`src/rtl/sdg_pkg.sv`:
```
package sdg_pkg;

    localparam int          PAGE_W       = 12;
    localparam logic [31:0] PAGE_BYTES   = 32'd4096;
    localparam logic [31:0] MAX_LINES    = 32'd2048;
    localparam logic [31:0] MAX_HSTRIDE  = 32'd8192;
    localparam logic [31:0] EOC_MARK     = 32'h0000_0002;
    localparam int          DESC_SHIFT   = 4;

    typedef enum logic [1:0] {
        ERR_NONE   = 2'd0,
        ERR_SIZE   = 2'd1,
        ERR_STRIDE = 2'd2,
        ERR_ALIGN  = 2'd3
    } err_e;

    typedef enum logic [1:0] {
        ST_IDLE,
        ST_CHECK,
        ST_COUNT,
        ST_WRITE
    } state_e;

    typedef struct packed {
        logic [31:0] next;
        logic [31:0] count;
        logic [31:0] dev;
        logic [31:0] host;
    } desc_t;

    function automatic logic [31:0] page_room(input logic [31:0] addr);
        return PAGE_BYTES - 32'(addr[PAGE_W-1:0]);
    endfunction

    function automatic logic [31:0] mag32(input logic [31:0] v);
        return v[31] ? (~v + 32'd1) : v;
    endfunction

endpackage

```
`src/rtl/sdg_check.sv`:
```
module sdg_check
    import sdg_pkg::*;
#(
    parameter int LINE_W = 12,
    parameter int LEN_W  = 16,
    parameter int HSTR_W = 16
) (
    input  logic [31:0]       host,
    input  logic [31:0]       dev,
    input  logic [LEN_W-1:0]  len,
    input  logic [LINE_W-1:0] lines,
    input  logic [HSTR_W-1:0] hstride,
    input  logic [31:0]       dstride,
    output err_e              err
);
    logic [31:0] len32, hs32, lines32;
    logic size_bad, stride_bad, align_bad;

    always_comb begin
        len32   = 32'(len);
        hs32    = 32'(hstride);
        lines32 = 32'(lines);
        size_bad   = (lines32 == 32'd0) || (lines32 > MAX_LINES) || (len32 == 32'd0);
        stride_bad = (hs32 > MAX_HSTRIDE) || (hs32 < len32) ||
                     ((hs32 >= len32) && ((hs32 - len32) >= PAGE_BYTES)) ||
                     (mag32(dstride) < len32);
        align_bad  = (host[3:0] != 4'd0) || (hstride[3:0] != 4'd0) ||
                     (dev[1:0] != 2'd0) || (dstride[1:0] != 2'd0);
        if (size_bad)        err = ERR_SIZE;
        else if (stride_bad) err = ERR_STRIDE;
        else if (align_bad)  err = ERR_ALIGN;
        else                 err = ERR_NONE;
    end
endmodule

```
`src/rtl/sdg_walker.sv`:
```
module sdg_walker
    import sdg_pkg::*;
#(
    parameter int LINE_W = 12,
    parameter int LEN_W  = 16,
    parameter int HSTR_W = 16
) (
    input  logic              clk,
    input  logic              rst,
    input  logic              load,
    input  logic              step,
    input  logic [31:0]       host0,
    input  logic [31:0]       dev0,
    input  logic [LEN_W-1:0]  len,
    input  logic [LINE_W-1:0] lines,
    input  logic [HSTR_W-1:0] hstride,
    input  logic [31:0]       dstride,
    output logic [31:0]       seg_host,
    output logic [31:0]       seg_dev,
    output logic [31:0]       seg_len,
    output logic              last
);
    logic [31:0]       cur_host, cur_dev, line_host, line_dev;
    logic [LEN_W-1:0]  rem;
    logic [LINE_W-1:0] left;
    logic [31:0]       room, rem32, nxt_lhost, nxt_ldev;
    logic              line_end;

    always_comb begin
        room      = page_room(cur_host);
        rem32     = 32'(rem);
        seg_len   = (rem32 < room) ? rem32 : room;
        line_end  = (rem32 <= room);
        last      = line_end && (left == LINE_W'(1));
        seg_host  = cur_host;
        seg_dev   = cur_dev;
        nxt_lhost = line_host + 32'(hstride);
        nxt_ldev  = line_dev + dstride;
    end

    always_ff @(posedge clk) begin
        if (rst) begin
            cur_host  <= '0;
            cur_dev   <= '0;
            line_host <= '0;
            line_dev  <= '0;
            rem       <= '0;
            left      <= '0;
        end else if (load) begin
            cur_host  <= host0;
            cur_dev   <= dev0;
            line_host <= host0;
            line_dev  <= dev0;
            rem       <= len;
            left      <= lines;
        end else if (step) begin
            if (line_end) begin
                line_host <= nxt_lhost;
                line_dev  <= nxt_ldev;
                cur_host  <= nxt_lhost;
                cur_dev   <= nxt_ldev;
                rem       <= len;
                left      <= left - LINE_W'(1);
            end else begin
                cur_host <= cur_host + seg_len;
                cur_dev  <= cur_dev + seg_len;
                rem      <= rem - LEN_W'(seg_len);
            end
        end
    end

    AST_SEG_IN_PAGE: assert property (@(posedge clk) disable iff (rst)
        step |-> (seg_len != 32'd0) && ((32'(cur_host[PAGE_W-1:0]) + seg_len) <= PAGE_BYTES));

    AST_SEG_FITS_LINE: assert property (@(posedge clk) disable iff (rst)
        step |-> (seg_len <= 32'(len)) && (left != '0));

endmodule

```
`src/rtl/stride_desc_gen.sv`:
```
module stride_desc_gen
    import sdg_pkg::*;
#(
    parameter int LINE_W = 12,
    parameter int LEN_W  = 16,
    parameter int HSTR_W = 16,
    parameter int CNT_W  = 16
) (
    input  logic              clk,
    input  logic              rst,
    input  logic              start,
    input  logic [31:0]       req_host,
    input  logic [31:0]       req_dev,
    input  logic [LEN_W-1:0]  req_len,
    input  logic [LINE_W-1:0] req_lines,
    input  logic [HSTR_W-1:0] req_hstride,
    input  logic [31:0]       req_dstride,
    input  logic [31:0]       desc_base,
    output logic              busy,
    output logic              done,
    output logic [1:0]        err_code,
    output logic [CNT_W-1:0]  desc_count,
    output logic [31:0]       chain_head,
    output logic              mem_we,
    output logic [CNT_W-1:0]  mem_idx,
    output logic [127:0]      mem_wdata
);
    state_e            state;
    err_e              err_q, chk_err;
    logic [31:0]       r_host, r_dev, r_dstride, r_base;
    logic [LEN_W-1:0]  r_len;
    logic [LINE_W-1:0] r_lines;
    logic [HSTR_W-1:0] r_hstride;
    logic [CNT_W-1:0]  cnt_q, widx_q;
    logic [31:0]       head_q, this_addr;
    logic [31:0]       seg_host, seg_dev, seg_len;
    logic              seg_last, wk_load, wk_step;
    desc_t             desc;

    sdg_check #(.LINE_W(LINE_W), .LEN_W(LEN_W), .HSTR_W(HSTR_W)) u_check (
        .host(r_host), .dev(r_dev), .len(r_len), .lines(r_lines),
        .hstride(r_hstride), .dstride(r_dstride), .err(chk_err)
    );

    assign wk_load = ((state == ST_CHECK) && (chk_err == ERR_NONE)) ||
                     ((state == ST_COUNT) && seg_last);
    assign wk_step = (state == ST_COUNT) || (state == ST_WRITE);

    sdg_walker #(.LINE_W(LINE_W), .LEN_W(LEN_W), .HSTR_W(HSTR_W)) u_walk (
        .clk(clk), .rst(rst), .load(wk_load), .step(wk_step),
        .host0(r_host), .dev0(r_dev), .len(r_len), .lines(r_lines),
        .hstride(r_hstride), .dstride(r_dstride),
        .seg_host(seg_host), .seg_dev(seg_dev), .seg_len(seg_len), .last(seg_last)
    );

    always_comb begin
        this_addr  = r_base + (32'(widx_q) << DESC_SHIFT);
        desc.host  = seg_host;
        desc.dev   = seg_dev;
        desc.count = seg_len;
        desc.next  = (widx_q == '0) ? EOC_MARK
                                    : (this_addr - (32'd1 << DESC_SHIFT));
    end

    assign busy       = (state != ST_IDLE);
    assign mem_we     = (state == ST_WRITE);
    assign mem_idx    = widx_q;
    assign mem_wdata  = desc;
    assign err_code   = err_q;
    assign desc_count = cnt_q;
    assign chain_head = head_q;

    always_ff @(posedge clk) begin
        if (rst) begin
            state     <= ST_IDLE;
            done      <= 1'b0;
            err_q     <= ERR_NONE;
            cnt_q     <= '0;
            widx_q    <= '0;
            head_q    <= '0;
            r_host    <= '0;
            r_dev     <= '0;
            r_len     <= '0;
            r_lines   <= '0;
            r_hstride <= '0;
            r_dstride <= '0;
            r_base    <= '0;
        end else begin
            done <= 1'b0;
            case (state)
                ST_IDLE: if (start) begin
                    r_host    <= req_host;
                    r_dev     <= req_dev;
                    r_len     <= req_len;
                    r_lines   <= req_lines;
                    r_hstride <= req_hstride;
                    r_dstride <= req_dstride;
                    r_base    <= desc_base;
                    state     <= ST_CHECK;
                end
                ST_CHECK: begin
                    err_q  <= chk_err;
                    cnt_q  <= '0;
                    widx_q <= '0;
                    head_q <= '0;
                    if (chk_err != ERR_NONE) begin
                        state <= ST_IDLE;
                        done  <= 1'b1;
                    end else begin
                        state <= ST_COUNT;
                    end
                end
                ST_COUNT: begin
                    cnt_q <= cnt_q + CNT_W'(1);
                    if (seg_last) state <= ST_WRITE;
                end
                ST_WRITE: begin
                    widx_q <= widx_q + CNT_W'(1);
                    head_q <= this_addr;
                    if (seg_last) begin
                        state <= ST_IDLE;
                        done  <= 1'b1;
                    end
                end
                default: state <= ST_IDLE;
            endcase
        end
    end

    AST_WR_BELOW_COUNT: assert property (@(posedge clk) disable iff (rst)
        mem_we |-> (mem_idx < desc_count));

    AST_WR_CONSECUTIVE: assert property (@(posedge clk) disable iff (rst)
        (mem_we && $past(mem_we)) |-> (mem_idx == $past(mem_idx) + CNT_W'(1)));

    AST_LINK_TO_HEAD: assert property (@(posedge clk) disable iff (rst)
        (mem_we && (mem_idx != '0)) |-> (mem_wdata[127:96] == chain_head));

    AST_DONE_PULSE: assert property (@(posedge clk) disable iff (rst)
        done |=> !done);

    AST_DONE_NOT_BUSY: assert property (@(posedge clk) disable iff (rst)
        done |-> !busy);

    AST_REJECT_NO_WRITE: assert property (@(posedge clk) disable iff (rst)
        (err_code != 2'd0) |-> !mem_we);

endmodule

```
`config.mk`:
```
export PLATFORM = sky130hd
export DESIGN_NAME = stride_desc_gen
export DESIGN_NICKNAME = d
export VERILOG_FILES = /design/src/rtl/sdg_pkg.sv /design/src/rtl/sdg_check.sv /design/src/rtl/sdg_walker.sv /design/src/rtl/stride_desc_gen.sv
export SDC_FILE = /design/constraint.sdc
export NUM_CORES = 1
export LEC_CHECK = 0
export ABC_AREA = 1
export BUFFER_PORTS_ARGS = -buffer_cell sky130_fd_sc_hd__buf_2
export CAP_MARGIN = 20
export CORE_MARGIN = 1
export CORE_UTILIZATION = 25
export CTS_CLUSTER_DIAMETER = 60
export DETAILED_ROUTE_END_ITERATION = 16
export PLACE_DENSITY = 0.47
export SYNTH_ARGS = -nofsm -noshare
export SYNTH_HDL_FRONTEND = slang
export SYNTH_SLANG_ARGS = --single-unit
```
`constraint.sdc`:
```
create_clock -name clk -period 6.6 [get_ports clk]
set_input_delay 1.65 -clock clk [delete_from_list [all_inputs] [get_ports clk]]
set_output_delay 1.65 -clock clk [all_outputs]
set_load 0.02 [all_outputs]
```
# --- After elaboration in Yosys (flattened, before gate mapping) ---
# Cells that the tools add are included.
op_classes:
  addsub: 13
  order_cmp: 8
  n_eq_ne: 7
  muxes: 35
  bitwise_logic: 1
  n_reduce_logical: 32
op_table:
  columns: ["operator", "count"]
  rows:
  - ["32-bit two-way mux", 15]
  - ["32-bit adder", 3]
  - ["16-bit case mux with 2 select lines", 2]
  - ["32-bit case mux with 2 select lines", 1]
  - ["16-bit two-way mux", 3]
  - ["12-bit two-way mux", 3]
  - ["16-bit by 1-bit adder with 16-bit output, second input constant", 2]
  - ["32-bit by 1-bit adder with 32-bit output, second input constant", 1]
  - ["32-bit by 16-bit adder with 32-bit output", 1]
  - ["32-bit by 20-bit adder with 32-bit output", 1]
  - ["32-bit by 13-bit >= comparator with 1-bit output, second input constant", 1]
  - ["16-bit by 32-bit less-or-equal comparator with 1-bit output", 1]
  - ["16-bit logical NOT", 2]
  - ["16-bit by 32-bit < comparator with 1-bit output", 1]
  - ["32-bit by 16-bit < comparator with 1-bit output", 1]
  - ["32-bit inverter", 1]
  - ["32-bit by 5-bit subtractor with 32-bit output, second input constant", 1]
  - ["16-bit by 16-bit subtractor with 17-bit output", 1]
  - ["16-bit >= comparator", 1]
  - ["16-bit by 14-bit > comparator with 1-bit output, second input constant", 1]
  - ["16-bit < comparator", 1]
  - ["2-bit nonzero test", 8]
  - ["16-bit subtractor", 1]
  - ["2-bit two-way mux", 7]
  - ["other kinds (18)", 36]
totals:
  regBits: 397
  output_inout_bits: 197
  elab_cells: 115

# --- Longest topological paths before layout ---
# Gate-level depths: netlist (run 1).
depth:
  ltp_word: 12
  ltp_mapped: 34

# --- Modules after synthesis ---
# Synthesis (run 1) repeated with hierarchy kept, for this count alone.
unflattened:
  hier_cells: 5034
  hier_area_um2: 30071.3
by_module_without_submodules:
  columns: ["mod", "instances", "cells_per_inst", "area_per_inst_um2", "seq_area_each_um2"]
  rows:
  - ["sdg_walker", 1, 2946, 16479.6, 3123.0]
  - ["stride_desc_gen", 1, 1668, 11265.8, 4824.6]
  - ["sdg_check", 1, 420, 2326.0, 0.0]

# --- Least setup slack after synthesis (run 1) ---
# No wires, ideal clock.
synth_timing:
  path_kind: "reg2reg"
  startpoint: "register u_walk.cur_host[0], in the netlist u_walk.seg_host[0]"
  endpoint: "register u_walk.cur_dev[28], in the netlist u_walk.seg_dev[28]"
  arrival_time_ps: 5789
  required_ps: 6530
  setup_slack_ps: 742
  stages_incl_launch_ff: 32
  n_path_buf: 1
  path_cell_list: "dfxtp_1 -> nor3_1 -> inv_1 -> nor2_1 -> inv_1 -> nor2_1 -> inv_1 -> nor4_1 -> nand2_1 -> nor3_1 -> xor2_1 -> ha_1 -> a21oi_1 -> o21ai_0 -> a21oi_1 -> nand2_1 -> clkbuf_1 -> o21ai_0 -> inv_1 -> fa_1 -> o21ai_0 -> a21oi_1 -> o21ai_0 -> inv_1 -> o21ai_0 -> nand3b_1 -> nor2_1 -> xor2_1 -> nand2_1 -> nand2_1 -> nand3_1 -> a21oi_1"
synth_via:
  elab_chain_cells: 7
synth_rtl:
  columns: ["element", "line", "rtl"]
  rows:
  - ["start, declared", "sdg_walker.sv:23", "logic [31:0] cur_host, cur_dev, line_host, line_dev;"]
  - ["start signal, assigned", "sdg_walker.sv:50", "cur_host <= host0;"]
  - ["start signal, assigned", "sdg_walker.sv:60", "cur_host <= nxt_lhost;"]
  - ["start signal, assigned", "sdg_walker.sv:65", "cur_host <= cur_host + seg_len;"]
  - ["13-bit by 12-bit subtractor with 14-bit output *", "sdg_pkg.sv:32", "return PAGE_BYTES - 32'(addr[PAGE_W-1:0]);"]
  - ["16-bit by 32-bit < comparator with 1-bit output", "sdg_walker.sv:32", "seg_len = (rem32 < room) ? rem32 : room;"]
  - ["32-bit two-way mux *", "sdg_walker.sv:32", null]
  - ["net mem_wdata[65]", "stride_desc_gen.sv:26", "output logic [127:0] mem_wdata"]
  - ["32-bit adder *", "sdg_walker.sv:66", "cur_dev <= cur_dev + seg_len;"]
  - ["32-bit two-way mux *", "sdg_walker.sv:57", "if (line_end) begin"]
  - ["32-bit two-way mux *", "sdg_walker.sv:56", "end else if (step) begin"]
  - ["32-bit two-way mux *", "sdg_walker.sv:49", "end else if (load) begin"]
  - ["end signal, assigned", "sdg_walker.sv:51", "cur_dev <= dev0;"]
  - ["end signal, assigned", "sdg_walker.sv:61", "cur_dev <= nxt_ldev;"]
  - ["end signal, assigned", "sdg_walker.sv:66", null]
  - ["end, declared", "sdg_walker.sv:23", null]
# Mark *: on every way through the listed nets, which the timed path passes. The rest lies on a longest branch. The select of a mux whose other input is x is not followed.
# A chain may end at the register's enable or synchronous reset.

# --- Final worst setup path (run 1) ---
layout_timing:
  startpoint: "register u_walk.cur_host[0], in the netlist u_walk.seg_host[0]"
  endpoint: "output mem_wdata[74]"
layout_via:
  elab_chain_cells: 3
layout_rtl:
  columns: ["element", "line"]
  rows:
  - ["13-bit by 12-bit subtractor with 14-bit output *", "sdg_pkg.sv:32"]
  - ["16-bit by 32-bit < comparator with 1-bit output", "sdg_walker.sv:32"]
  - ["32-bit two-way mux *", "sdg_walker.sv:32"]
  - ["end, declared", "stride_desc_gen.sv:26"]
# Every way passes the cells marked *; elsewhere a longest branch is shown, timed or not.

==> results.sh, run 1 <==
export IMPL_hp_start="r_base[0]$_SDFFE_PP0P_"
export IMPL_hold_end="chain_head[0]$_SDFFE_PP0P_"
export IMPL_dieWidth_um=333
export IMPL_start_util_pct=25.4
export IMPL_cp_startpoint="u_walk.seg_host[0]$_SDFFE_PP0P_"
export IMPL_numCtsBuffers=61
export IMPL_netlist_instances=4321
export IMPL_die_area_um2=111000
export IMPL_path_common_cell="inv_1"
export IMPL_cp_slowest_stage_delay_ps=570
export IMPL_clock_latency_ps=680
export IMPL_arrival_ps=4390
export IMPL_wl_per_cell_um=19.3
export IMPL_layout_common_cells="nand2_1 (921), nor2_1 (738), inv_1 (403)"
export IMPL_slew_headroom_pct=30.8
export IMPL_cts_tree="done"
export IMPL_ys_types=56
export IMPL_final_util_pct=30.3
export IMPL_drtPass1Iterations=8
export IMPL_io_pins=372
export IMPL_drtIter0Drc=1788
export IMPL_via_per_inst=4.79
export IMPL_grt_usage_pct=20.6
export IMPL_r2r_slack_ps=820
export IMPL_startpoint_type="flop"
export IMPL_synth_flop_cell="dfxtp_1"
export IMPL_regArea_um2=7950
export IMPL_multiInputGateArea_um2=17100
export IMPL_path_cells="nor3_1, inv_1, nor2_1, inv_1, nor2_1, inv_1, nor4_1, nand2_1, nor3_1, xor2_1, ha_1, a21oi_1, o21ai_0, a21oi_1, nand2_2, buf_4, o21ai_0, buf_2"
export IMPL_outcome="finished clean"
export IMPL_grt_pass1_vias=27873
export IMPL_r2r_start="u_walk.seg_host[0]$_SDFFE_PP0P_"
export IMPL_final_common_cell="nand2_1"
export IMPL_setup_viol=0
export IMPL_period_share_pct=91.5
export IMPL_rsz0062_at_grt="false"
export IMPL_ctsRootBufferMaster="clkbuf_16"
export IMPL_cts_sinks=397
export IMPL_hp_class="reg -> reg"
export IMPL_r2r_end="u_walk.rem[15]$_SDFFE_PP0P_"
export IMPL_portBuffers=352
export IMPL_cts_max_level=2
export IMPL_clkTransAtPathRegs_ps=60
export IMPL_grt_antenna_before_repair=7
export IMPL_tightest_slew_ps=1040
export IMPL_hpwl_mm=91.3
export IMPL_synth_area_um2=27300
export IMPL_synth_edf_count=0
export IMPL_fmax_mhz=166
export IMPL_grt_max_degree=165
export IMPL_drive_above_1_share_pct=12.2
export IMPL_p_leak_uw=0.0153
export IMPL_hold_worst_slack_ps=451
export IMPL_slew_violations=0
export IMPL_grt_pass1_wl_mm=174
export IMPL_num_rows=120
export IMPL_fill_cells=12165
export IMPL_overflow=0
export IMPL_final_setup_tns_ps=0
export IMPL_hold_viol_final=0
export IMPL_final_net_count=4959
export IMPL_crit_type="reg -> out"
export IMPL_vias=29063
export IMPL_drc_errors=0
export IMPL_async_flop_share_pct=0
export IMPL_clk_path_buf_depth=3
export IMPL_critPathMaxFanout=10
export IMPL_maxCapViolCount=0
export IMPL_cp_end_kind="output port"
export IMPL_drt_wl_total_mm=117
export IMPL_skew_ps=27.3
export IMPL_yosysWarnings=0
export IMPL_rr_worst_depth=32
export IMPL_syn_to_final_growth_pct=19.5
export IMPL_holdPathStages=2
export IMPL_crit_required_ps=4950
export IMPL_dieHeight_um=333
export IMPL_ant_nets=0
export IMPL_ys_seq_area_share_pct=29.1
export IMPL_avgSynthCellArea_um2=6.32
export IMPL_synth_seq_cells=397
export IMPL_power_density_nw_per_um2=623
export IMPL_core_um2=108000
export IMPL_critPathSlowestCell="o21ai_0"
export IMPL_post_route_min_period_ps=6040
export IMPL_gp_congestion=0.912
export IMPL_vdd_drop_max_mv=0.492
==> final cells by class <==
type | instances | share of cell area [%]
Clock inverter | 36 | 1.62
Tap cell | 1403 | 5.37
Inverter | 415 | 4.80
Antenna cell | 3 | 0.0230
Clock buffer | 75 | 5.11
Timing Repair Buffer | 390 | 6.34
Sequential cell | 397 | 24.3
Multi-Input combinational cell | 3347 | 52.4
==> power by group <==
group          internal (uW)  switching [uW]  leakage [uW]
clock                   2200            1350       0.00107
combinational           4200            8500        0.0110
sequential              3180             924       0.00325
==> repair_timing <==
action | 4_1_cts | 5_1_grt
hold buffers | 0 | 0
endpoints found under the setup margin | 0 | 37
resized for setup | 0 | 17
setup buffers | 0 | 0
==> worst max path at each step <==
stage	cells past startpoint	to
detailed placement	31	u_walk.seg_dev[28]$_SDFFE_PP0P_
finish	18	mem_wdata[74]
floorplan	31	u_walk.seg_dev[28]$_SDFFE_PP0P_
global route	19	mem_wdata[68]
CTS	31	u_walk.seg_dev[28]$_SDFFE_PP0P_
global placement	31	u_walk.seg_dev[28]$_SDFFE_PP0P_
==> routing by layer <==
metal / vias to the layer above / track usage [%] / wire, um
met5: - / 0 / 42
met4: 6 / 7.70 / 4440
met3: 174 / 3.72 / 6160
met2: 733 / 36.1 / 56700
met1: 13428 / 24.9 / 49700
li1: 14722 / - / -
==> worst max-delay path, delay by kind of cell, from the launching register on <==
family                   cells  cell delay (ps)
buffers and inverters        5              770
flip-flops                   1              370
adder cells (fa/ha/maj)      1              270
XOR/XNOR                     1              210
AND/OR/NAND/NOR              7             1130
AO/OA/AOI/OAI                4              980
==> synthesized netlist by cell type, drive strengths merged, types with 2 or more instances <==
master / n / area share [%]
nor4: 26 / 0.60
a31oi: 8 / 0.18
nor3: 71 / 1.3
o211ai: 5 / 0.14
or2: 34 / 0.78
xnor2: 39 / 1.3
a21boi: 6 / 0.16
o22ai: 3 / 0.069
a221oi: 2 / 0.064
o31ai: 3 / 0.082
o21ai: 416 / 7.6
buf: 74 / 1.6
clkbuf: 112 / 1.5
a21oi: 354 / 6.5
o21a: 6 / 0.16
o21bai: 14 / 0.38
nand4: 83 / 2.0
nand3b: 11 / 0.30
dfxtp: 397 / 29
inv: 415 / 5.7
a21o: 20 / 0.55
a211oi: 8 / 0.22
and2: 5 / 0.11
xor2: 112 / 3.6
nand3: 239 / 4.5
fa: 7 / 0.51
nor2: 745 / 10
ha: 165 / 7.6
a22oi: 3 / 0.082
nand2: 927 / 13
==> kinds of logic after synthesis <==
kind of cell / after synthesis / share of synthesized area, %
compound gates: 854 / 16.4
other cells: 1 / 0.0137
flops: 397 / 29.1
mux: 1 / 0.0366
simple gates: 2144 / 32.7
xor+xnor: 151 / 4.84
buf+inv: 601 / 8.84
fa+ha+maj: 172 / 8.07
==> metrics by stage <==
stage	worst slack (ps)	area, um2	power [uW]	cells
floorplan	742	27400	12800	4345
global placement	282	30400	16700	5952
detailed placement	198	30400	16800	5952
CTS	176	32600	20400	6063
global route	3.20	32700	22200	6063
finish	559	32700	20400	6066
Note: power is estimated with default switching activity, not from simulation.
==> run 2, diff against run 1 <==
--- a/config.mk
+++ b/config.mk
@@ -10,6 +10,7 @@
 export CAP_MARGIN = 20
 export CORE_MARGIN = 1
 export CORE_UTILIZATION = 25
+export CTS_BUF_LIST = sky130_fd_sc_hd__clkbuf_4
 export CTS_CLUSTER_DIAMETER = 60
 export DETAILED_ROUTE_END_ITERATION = 16
 export PLACE_DENSITY = 0.47
==> run 2 against run 1 <==
- register-to-register slack got worse by 50 ps
- die area did not move
- non-clock buffer count rose by 1
- worst hold slack improved by 1.6 ps
- sequential power barely moved
- cell count rose by 1.9%
- global-route usage rose by 0.24 points
- via count rose by 1.6%
- setup slack got worse by 140 ps
- largest power group unchanged
- highest routed layer unchanged
==> results.sh, run 2 (synthesized netlist as in run 1, its figures left out) <==
export IMPL_post_route_min_period_ps=6180
export IMPL_setup_viol=0
export IMPL_drtIter0Drc=1790
export IMPL_hold_worst_slack_ps=452
export IMPL_tightest_slew_ps=1020
export IMPL_vias=29535
export IMPL_hpwl_mm=91.3
export IMPL_drt_wl_total_mm=118
export IMPL_crit_type="reg -> out"
export IMPL_crit_required_ps=4950
export IMPL_path_cells="ha_1, fa_1, nand3_1, nand2_1, nand2_1, o21ai_1, xnor2_1, nand3_1, nor3_2, nand2_1, nor2_2, nand3_2, nor2_4, a21oi_1, nor2_1, buf_2"
export IMPL_grt_pass1_vias=28516
export IMPL_hold_viol_final=0
export IMPL_slew_violations=0
export IMPL_numCtsBuffers=131
export IMPL_cts_tree="done"
export IMPL_ant_nets=0
export IMPL_skew_ps=87.3
export IMPL_overflow=0
export IMPL_power_density_nw_per_um2=609
export IMPL_critPathSlowestCell="xnor2_1"
export IMPL_hp_class="reg -> reg"
export IMPL_core_um2=108000
export IMPL_grt_usage_pct=20.9
export IMPL_vdd_drop_max_mv=0.418
export IMPL_cp_end_kind="output port"
export IMPL_maxCapViolCount=0
export IMPL_regArea_um2=7950
export IMPL_grt_antenna_before_repair=9
export IMPL_drc_errors=0
export IMPL_dieWidth_um=333
export IMPL_arrival_ps=4530
export IMPL_r2r_slack_ps=770
export IMPL_layout_common_cells="nand2_1 (921), nor2_1 (738), inv_1 (402)"
export IMPL_die_area_um2=111000
export IMPL_syn_to_final_growth_pct=17.8
export IMPL_cts_sinks=397
export IMPL_grt_max_degree=165
export IMPL_cts_max_level=4
export IMPL_period_share_pct=93.7
export IMPL_final_setup_tns_ps=0
export IMPL_ctsRootBufferMaster="clkbuf_4"
export IMPL_clock_latency_ps=1030
export IMPL_drtPass1Iterations=5
export IMPL_slew_headroom_pct=31.1
export IMPL_startpoint_type="flop"
export IMPL_critPathMaxFanout=6
export IMPL_p_leak_uw=0.0152
export IMPL_io_pins=372
export IMPL_fmax_mhz=162
export IMPL_rsz0062_at_grt="false"
export IMPL_path_common_cell="nand2_1"
export IMPL_ctsHoldBuffers=0
export IMPL_clkTransAtPathRegs_ps=60
export IMPL_start_util_pct=25.4
export IMPL_fill_cells=12280
export IMPL_wl_per_cell_um=19.1
export IMPL_holdPathStages=1
export IMPL_drive_above_1_share_pct=14.0
export IMPL_num_rows=120
export IMPL_portBuffers=352
export IMPL_final_net_count=5031
export IMPL_multiInputGateArea_um2=17200
export IMPL_power_uw=19600
export IMPL_cp_slowest_stage_delay_ps=540
export IMPL_rr_worst_depth=32
export IMPL_final_common_cell="nand2_1"
export IMPL_grt_pass1_wl_mm=175
export IMPL_dieHeight_um=333
export IMPL_outcome="finished clean"
export IMPL_via_per_inst=4.78
export IMPL_clk_path_buf_depth=3
export IMPL_gp_congestion=0.912
run 2: cell types whose count changed in the layout (fill, tap and decap cells not counted), sizes merged:
cell | previous run | this run
clkinvlp | 5 | 3
diode | 3 | 11
inv | 422 | 417
bufinv | 10 | 5
buf | 390 | 391
clkinv | 14 | 27
clkbuf | 75 | 180
run 2: final timing paths:
path / from / endpoint
max: mem_idx[0]$_SDFFE_PP0P_ / mem_wdata[125]
min: desc_count[15]$_SDFFE_PP0P_ / desc_count[15]$_SDFFE_PP0P_
max reg2reg: u_walk.seg_host[0]$_SDFFE_PP0P_ / u_walk.seg_dev[28]$_SDFFE_PP0P_
min reg2reg: desc_count[15]$_SDFFE_PP0P_ / desc_count[15]$_SDFFE_PP0P_
run 2: critical path, delay by kind of cell (launching register included):
kind	cells	cell delay, ps
AND/OR/NAND/NOR	10	1500
adder cells (fa/ha/maj)	2	710
XOR/XNOR	1	540
flip-flops	1	350
AO/OA/AOI/OAI	2	210
buffers and inverters	1	190
run 2: area by class of cell:
type                            instances  share of cell area, %
Antenna cell                           11                 0.0855
Clock buffer                          180                   4.20
Clock inverter                         36                  0.859
Inverter                              415                   4.88
Multi-Input combinational cell       3347                   53.3
Sequential cell                       397                   24.7
Tap cell                             1403                   5.45
Timing Repair Buffer                  391                   6.47
Timing Repair inverter                  1                 0.0233
run 2: routing by layer:
layer,up-vias,part of all wire (%),track usage (%)
met5,-,0.023,0
li1,14930,-,-
met1,13592,42,24.7
met3,208,5.9,4.37
met4,4,3.9,8.79
met2,801,48,36.3
run 2: report_power, final:
group	internal, uW	switching, uW	total [uW]
sequential	3180	935	4110
combinational	4250	8570	12800
clock	1440	1230	2680
total	8870	10700	19600
run 2: metrics by stage:
stage                     util [%]  setup slack [ps]  cells  area (um2)
after floorplan                  -               742   4345       27400
after global routing          29.9              2.20   6175       32200
final                         29.9               416   6181       32200
after global placement        28.3               282   5952       30400
after detailed placement      28.3               198   5952       30400
after CTS                     29.8              24.4   6168       32100
run 2: what timing repair did:
item,in CTS,in global routing
cloned,0,1
pin swaps,0,1
resized for setup,4,29
setup buffers,0,1
endpoints found under the setup margin,8,41
